## src/rtl/uvr_pkg.sv

```systemverilog
package uvr_pkg;
  typedef enum logic {ST_IDLE = 1'b0, ST_BITS = 1'b1} rx_state_t;

  // majority of three samples
  function automatic logic maj3(input logic [2:0] s);
    return (s[0] & s[1]) | (s[0] & s[2]) | (s[1] & s[2]);
  endfunction

  // samples disagree
  function automatic logic split3(input logic [2:0] s);
    return (|s) & ~(&s);
  endfunction

  function automatic logic allone3(input logic [2:0] s);
    return &s;
  endfunction
endpackage

```

## src/rtl/uvr_sync.sv

```systemverilog
module uvr_sync #(
  parameter int STAGES = 2
) (
  input  logic clk,
  input  logic rst_n,
  input  logic din,
  output logic dout
);
  logic [STAGES-1:0] chain;

  always_ff @(posedge clk or negedge rst_n) begin
    if (!rst_n) chain <= '1;
    else        chain <= {chain[STAGES-2:0], din};
  end

  assign dout = chain[STAGES-1];
endmodule

```

## src/rtl/uvr_timer.sv

```systemverilog
module uvr_timer #(
  parameter int OS_RATE = 16
) (
  input  logic clk,
  input  logic rst_n,
  input  logic tick,
  input  logic start,
  input  logic run,
  output logic smp_ev,
  output logic vote_ev
);
  localparam int CW  = $clog2(OS_RATE + 1);
  localparam int MID = OS_RATE / 2;

  logic [CW-1:0] cnt, nxt;

  assign nxt     = (cnt == CW'(OS_RATE)) ? CW'(1) : cnt + CW'(1);
  assign smp_ev  = tick && run && (nxt >= CW'(MID)) && (nxt <= CW'(MID + 2));
  assign vote_ev = tick && run && (nxt == CW'(MID + 2));

  always_ff @(posedge clk or negedge rst_n) begin
    if (!rst_n)      cnt <= '0;
    else if (tick) begin
      if (start)     cnt <= CW'(1);
      else if (run)  cnt <= nxt;
    end
  end


  cnt_hold_chk: assert property (@(posedge clk) disable iff (!rst_n)
    !tick |=> $stable(cnt));

  cnt_range_chk: assert property (@(posedge clk) disable iff (!rst_n)
    run |-> (cnt >= CW'(1) && cnt <= CW'(OS_RATE)));
endmodule

```

## src/rtl/uvr_voter.sv

```systemverilog
module uvr_voter (
  input  logic clk,
  input  logic rst_n,
  input  logic smp_ev,
  input  logic vote_ev,
  input  logic line,
  output logic maj,
  output logic split,
  output logic allone
);
  import uvr_pkg::*;

  logic [1:0] win;
  logic [2:0] trio;

  always_ff @(posedge clk or negedge rst_n) begin
    if (!rst_n)                  win <= '0;
    else if (smp_ev && !vote_ev) win <= {win[0], line};
  end

  assign trio   = {win[1], win[0], line};
  assign maj    = maj3(trio);
  assign split  = split3(trio);
  assign allone = allone3(trio);


  vote_in_window_chk: assert property (@(posedge clk) disable iff (!rst_n)
    vote_ev |-> smp_ev);
endmodule

```

## src/rtl/uart_vote_rx.sv

```systemverilog
module uart_vote_rx #(
  parameter int OS_RATE = 16,
  parameter int DATA_W  = 9,
  parameter int SYNC_N  = 2
) (
  input  logic              clk,
  input  logic              rst_n,
  input  logic              os_tick,
  input  logic              rxd,
  input  logic              len9,
  output logic [DATA_W-1:0] rx_data,
  output logic              rx_valid,
  output logic              noise_err,
  output logic              frame_err
);
  import uvr_pkg::*;

  localparam int BW = $clog2(DATA_W + 2);
  localparam int IW = $clog2(DATA_W);

  rx_state_t         state;
  logic              line, line_q, len_q;
  logic [BW-1:0]     bidx, nbits;
  logic [DATA_W-1:0] word;
  logic              noise_acc;
  logic              fall_ev, start_ev, smp_ev, vote_ev;
  logic              v_maj, v_split, v_allone;

  uvr_sync #(.STAGES(SYNC_N)) u_sync (
    .clk(clk), .rst_n(rst_n), .din(rxd), .dout(line));

  assign fall_ev  = line_q && !line;
  assign start_ev = os_tick && (state == ST_IDLE) && fall_ev;
  assign nbits    = len_q ? BW'(DATA_W) : BW'(DATA_W - 1);

  uvr_timer #(.OS_RATE(OS_RATE)) u_timer (
    .clk(clk), .rst_n(rst_n), .tick(os_tick), .start(start_ev),
    .run(state == ST_BITS), .smp_ev(smp_ev), .vote_ev(vote_ev));

  uvr_voter u_voter (
    .clk(clk), .rst_n(rst_n), .smp_ev(smp_ev), .vote_ev(vote_ev),
    .line(line), .maj(v_maj), .split(v_split), .allone(v_allone));

  always_ff @(posedge clk or negedge rst_n) begin
    if (!rst_n) begin
      state     <= ST_IDLE;
      line_q    <= 1'b1;
      len_q     <= 1'b0;
      bidx      <= '0;
      word      <= '0;
      noise_acc <= 1'b0;
      rx_data   <= '0;
      rx_valid  <= 1'b0;
      noise_err <= 1'b0;
      frame_err <= 1'b0;
    end else begin
      rx_valid  <= 1'b0;
      noise_err <= 1'b0;
      frame_err <= 1'b0;
      if (os_tick) line_q <= line;
      if (start_ev) begin
        state     <= ST_BITS;
        bidx      <= '0;
        word      <= '0;
        noise_acc <= 1'b0;
        len_q     <= len9;
      end else if (vote_ev) begin
        if (bidx == '0) begin
          if (v_maj) state <= ST_IDLE;
          noise_acc <= v_split;
          bidx      <= BW'(1);
        end else if (bidx <= nbits) begin
          word[IW'(bidx - BW'(1))] <= v_maj;
          noise_acc <= noise_acc | v_split;
          bidx      <= bidx + BW'(1);
        end else begin
          rx_valid  <= 1'b1;
          rx_data   <= word;
          noise_err <= noise_acc | !v_allone;
          frame_err <= !v_maj;
          state     <= ST_IDLE;
        end
      end
    end
  end


  valid_pulse_chk: assert property (@(posedge clk) disable iff (!rst_n)
    rx_valid |=> !rx_valid);

  flags_gated_chk: assert property (@(posedge clk) disable iff (!rst_n)
    (noise_err || frame_err) |-> rx_valid);

  frame_noise_chk: assert property (@(posedge clk) disable iff (!rst_n)
    frame_err |-> noise_err);

  short_word_chk: assert property (@(posedge clk) disable iff (!rst_n)
    (rx_valid && !len_q) |-> !rx_data[DATA_W-1]);

  valid_after_vote_chk: assert property (@(posedge clk) disable iff (!rst_n)
    rx_valid |-> ($past(vote_ev) && $past(state) == ST_BITS));

  start_from_idle_chk: assert property (@(posedge clk) disable iff (!rst_n)
    start_ev |=> (state == ST_BITS));
endmodule

```

## config.mk

```make
export PLATFORM = sky130hd
export DESIGN_NAME = uart_vote_rx
export DESIGN_NICKNAME = d
export VERILOG_FILES = /design/src/rtl/uvr_pkg.sv /design/src/rtl/uvr_sync.sv /design/src/rtl/uvr_timer.sv /design/src/rtl/uvr_voter.sv /design/src/rtl/uart_vote_rx.sv
export SDC_FILE = /design/constraint.sdc
export NUM_CORES = 1
export LEC_CHECK = 0
export BUFFER_PORTS_ARGS = -buffer_cell sky130_fd_sc_hd__buf_2
export CORE_UTILIZATION = 30
export CTS_CLUSTER_DIAMETER = 200
export CTS_CLUSTER_SIZE = 8
export DETAILED_ROUTE_END_ITERATION = 8
export PLACE_DENSITY = 0.53
export SLEW_MARGIN = 20
export SYNTH_ARGS = -nofsm -noshare
export SYNTH_HDL_FRONTEND = slang
export SYNTH_SLANG_ARGS = --single-unit
```

## constraint.sdc

```tcl
create_clock -name clk -period 3.8 [get_ports clk]
set_input_delay 0.76 -clock clk [delete_from_list [all_inputs] [get_ports clk]]
set_output_delay 0.76 -clock clk [all_outputs]
set_load 0.02 [all_outputs]
```

==> impl_results.md <==
- Port bufs: 16
- Worst-margin pin slew: 846.4 ps
- Flops & latches, synth: 38
- Worst-path cell chain: ha_1 > xor2_1 > or4_4 > a21oi_1 > and2_2 > mux2_2
- Critical Path Stages: 6
- Sw Pwr: 0.5057 mW
- Pin count of the biggest net entering global routing: 39
- Worst Skew: 6.104 ps
- Share of layout cells above drive strength 1: 17.59%
- Fin crit period: 2582 ps
- Root buffer cell: clkbuf_8
- LEAKAGE: 1.070 nW
- Cell Area, Synth: 1933 um2
- Post-CTS setup buffer count: 0
- Max-slew violations: 0
- CP delay by family, top: simple AND/OR/NAND/NOR gates
- Clock share of power: 25.0%
- Non-filler cells, final: 274
- First-pass iteration count of the detailed router: 6
- CP Data Required Time: 3980 ps
- CTS tree: done
- Average vias per placed instance: 4.796
- Reg-to-reg endpoint: rx_data[1]$_DFFE_PN0P_
- Cells after Synth: 182
- Vias in the first global route: 1320
- DRC viols: 0
- Initial antenna violation count: 0
- Sequential Power Share: 41.9%
- Register area share after synthesis: 49.39%
- Worst min-delay path class: reg -> reg
- CP arrival: 2760 ps
- Number of top-level pins: 17
- Fin nets: 211
- Clock Pin Slew Worst Setup and Hold Paths: 70 ps
- Final ANT Viol Nets: 0
- Hold_sp: u_sync.chain[0]$_DFF_PN1_
- Cts bufs inserted: 5
- Max incr delay on CP: 510 ps
- Switching portion of total power: 37.54%
- # setup viols final: 0
- Final WL: 3527 um
- P per Cell Area: 625.2 nW/um2
- Hold buffers post-CTS: 0
- GRT overflow: 0
- Die area: 6768 um2
- CP startpoint kind: flop
- Post-synthesis cell type count: 38
- Starting Density: 31.90%
- HPWL after DPL: 2455 um
- Total power: 1.347 mW
- Placer Congestion: 0.8138
- Worst path bufs/invs: 0
- Post_cts resized: 0
- Crit share post-route: 67.95%
- VDD IR max: 0.0002634 V
- Synthesized net count: 195
- Via Count: 1314
- Outcome: completed
- Area Overhead vs Synth: 11.46%
- FP Rows: 28
- CP max FO: 12
- Hold EP: u_sync.chain[1]$_DFF_PN1_
- Critical setup path kind: reg -> reg
- DR WL/cell: 12.87 um
- H-tree depth: 2
- Max_slew headroom: 43.57%
- Ant diodes: 0
- Hold path depth: 0
- CP endpoint kind: flop
- Setup TNS Final: 0 ps
- Leading cell type in the layout, fill and taps excluded: dfrtp_1
- Placed insts: 266
- Core Area: 6061 um2
- Clk_lat worst skew: 290 ps
- CTS max path bufs: 2
- Die width: 82.27 um
- Flop-to-flop setup slack: 1220 ps
- FILL cells: 624
- Yosys warns: 0
- Reg2Reg Depth: 6
- Syn_area_per_cell: 10.62 um2
- Cell-internal power: 0.8415 mW
- First-pass GRT wire length: 6196 um
- Critical R2R Launch: u_timer.cnt[0]$_DFFE_PN0P_
- Die H: 82.27 um
- Total GRT Usage: 12.27%
- RSZ-0062 raised after global routing: no
- Comb power frac: 33.2%
- Final hold vios: 0
- FMAX: 387.3 MHz
- Clk sinks: 38
- Slowest CP cell: or4_4
- Max Cap Violations: 0
- DRT iter0 DRCs: 58
- Highest-count cells in the layout ignoring fill and taps: dfrtp_1 (35), nand2_1 (26), buf_2 (16)
-- how the worst max path moves through the flow --
stage,to,startpoint,slack (ps)
after floorplan,rx_data[0]$_DFFE_PN0P_,u_timer.cnt[0]$_DFFE_PN0P_,1430
after global placement,word[7]$_DFFE_PN0P_,os_tick,1150
after detailed placement,rx_data[1]$_DFFE_PN0P_,os_tick,1120
after CTS,word[7]$_DFFE_PN0P_,u_timer.cnt[0]$_DFFE_PN0P_,1210
after global routing,rx_data[7]$_DFFE_PN0P_,u_timer.cnt[0]$_DFFE_PN0P_,1050
final,rx_data[1]$_DFFE_PN0P_,u_timer.cnt[0]$_DFFE_PN0P_,1220
-- synthesized netlist by cell type, drive strengths merged --
cell | n | area share (%)
a211oi | 1 | 1.0
a21o | 1 | 0.39
a21oi | 5 | 1.3
a22o | 1 | 0.45
a31oi | 1 | 0.32
a32o | 1 | 0.52
and2 | 1 | 0.39
and3 | 2 | 0.65
buf | 6 | 2.8
clkbuf | 1 | 0.19
dfrtp | 35 | 45
dfstp | 3 | 4.1
ha | 8 | 5.2
inv | 10 | 1.9
mux2 | 11 | 6.4
mux2i | 9 | 4.7
nand2 | 26 | 5.0
nand2b | 3 | 0.97
nand3 | 5 | 1.6
nand4 | 10 | 3.2
nor2 | 7 | 1.4
nor2b | 3 | 0.97
nor3 | 2 | 0.52
nor4 | 1 | 0.32
nor4bb | 1 | 0.52
o211ai | 3 | 1.2
o21ai | 12 | 3.1
o2bb2ai | 2 | 0.91
o31a | 2 | 0.91
o31ai | 1 | 0.39
or2 | 2 | 0.65
or3 | 1 | 0.32
or4 | 1 | 0.58
xnor2 | 1 | 0.45
xor2 | 3 | 1.4
-- per-layer routing --
layer / vias to the layer above / GRT usage, % / part of all wire, %
met3: 5 / 2.967 / 3.6
met2: 27 / 19.17 / 45
li1: 669 / - / -
met1: 613 / 16.49 / 51
met5: - / 0 / 0
met4: 0 / 4.211 / 0.99
-- power by group through the flow --
stage / registers [mW] / logic [mW] / clock network [mW]
floorplan: 0.537 / 0.383 / 0
global placement: 0.572 / 0.446 / 0
detailed placement: 0.573 / 0.452 / 0
CTS: 0.565 / 0.455 / 0.348
global route: 0.578 / 0.520 / 0.364
finish: 0.564 / 0.447 / 0.336
-- cell families after synthesis --
logic type	share of synthesized area, %
adders and majority gates	5.178
DFF	49.39
AOI/OAI and AO/OA	10.49
and+or+nand+nor	17.09
buffers and inverters	4.984
muxes	11.07
xor gates and xnor gates	1.813
-- worst reg2reg max path, delay by kind of cell, from the launching register on --
| family | cells | cell delay, ps |
|---|---|---|
| and+or+nand+nor | 2 | 900 |
| DFF | 1 | 450 |
| adders and majority gates | 1 | 330 |
| xor gates and xnor gates | 1 | 180 |
| muxes | 1 | 370 |
| AOI/OAI and AO/OA | 1 | 240 |
-- flip-flops by register name, indices dropped and copies added (netlist names) --
signal and flops:
bidx 4, frame_err 1, len_q 1, line_q 1, noise_acc 1, noise_err 1, rx_data 9, rx_valid 1
state 1, u_sync.chain 2, u_timer.cnt 5, u_voter.win 2, word 9
-- layout make-up --
type	count	area [um2]	area share, %
Tap cell	75	93.84	4.355
Inverter	10	37.54	1.742
Clock inverter	1	30.03	1.394
Sequential cell	38	954.7	44.31
Clock buffer	7	76.32	3.542
Timing Repair Buffer	16	80.08	3.717
Multi-Input combinational cell	127	882.1	40.94
-- stage by stage --
| step | cell area (um2) | worst slack, ps | utilization, % | hold WS [ps] |
|---|---|---|---|---|
| CTS | 2155 | 1209 | 35.55 | 360.0 |
| global placement | 2048 | 1148 | 33.79 | 345.5 |
| floorplan | 1933 | 1432 | - | 345.2 |
| finish | 2155 | 1218 | 35.55 | 357.9 |
| global route | 2155 | 1046 | 35.55 | 365.9 |
| detailed placement | 2048 | 1124 | 33.79 | 348.8 |
No activity file was read; power rests on OpenSTA's default activity.
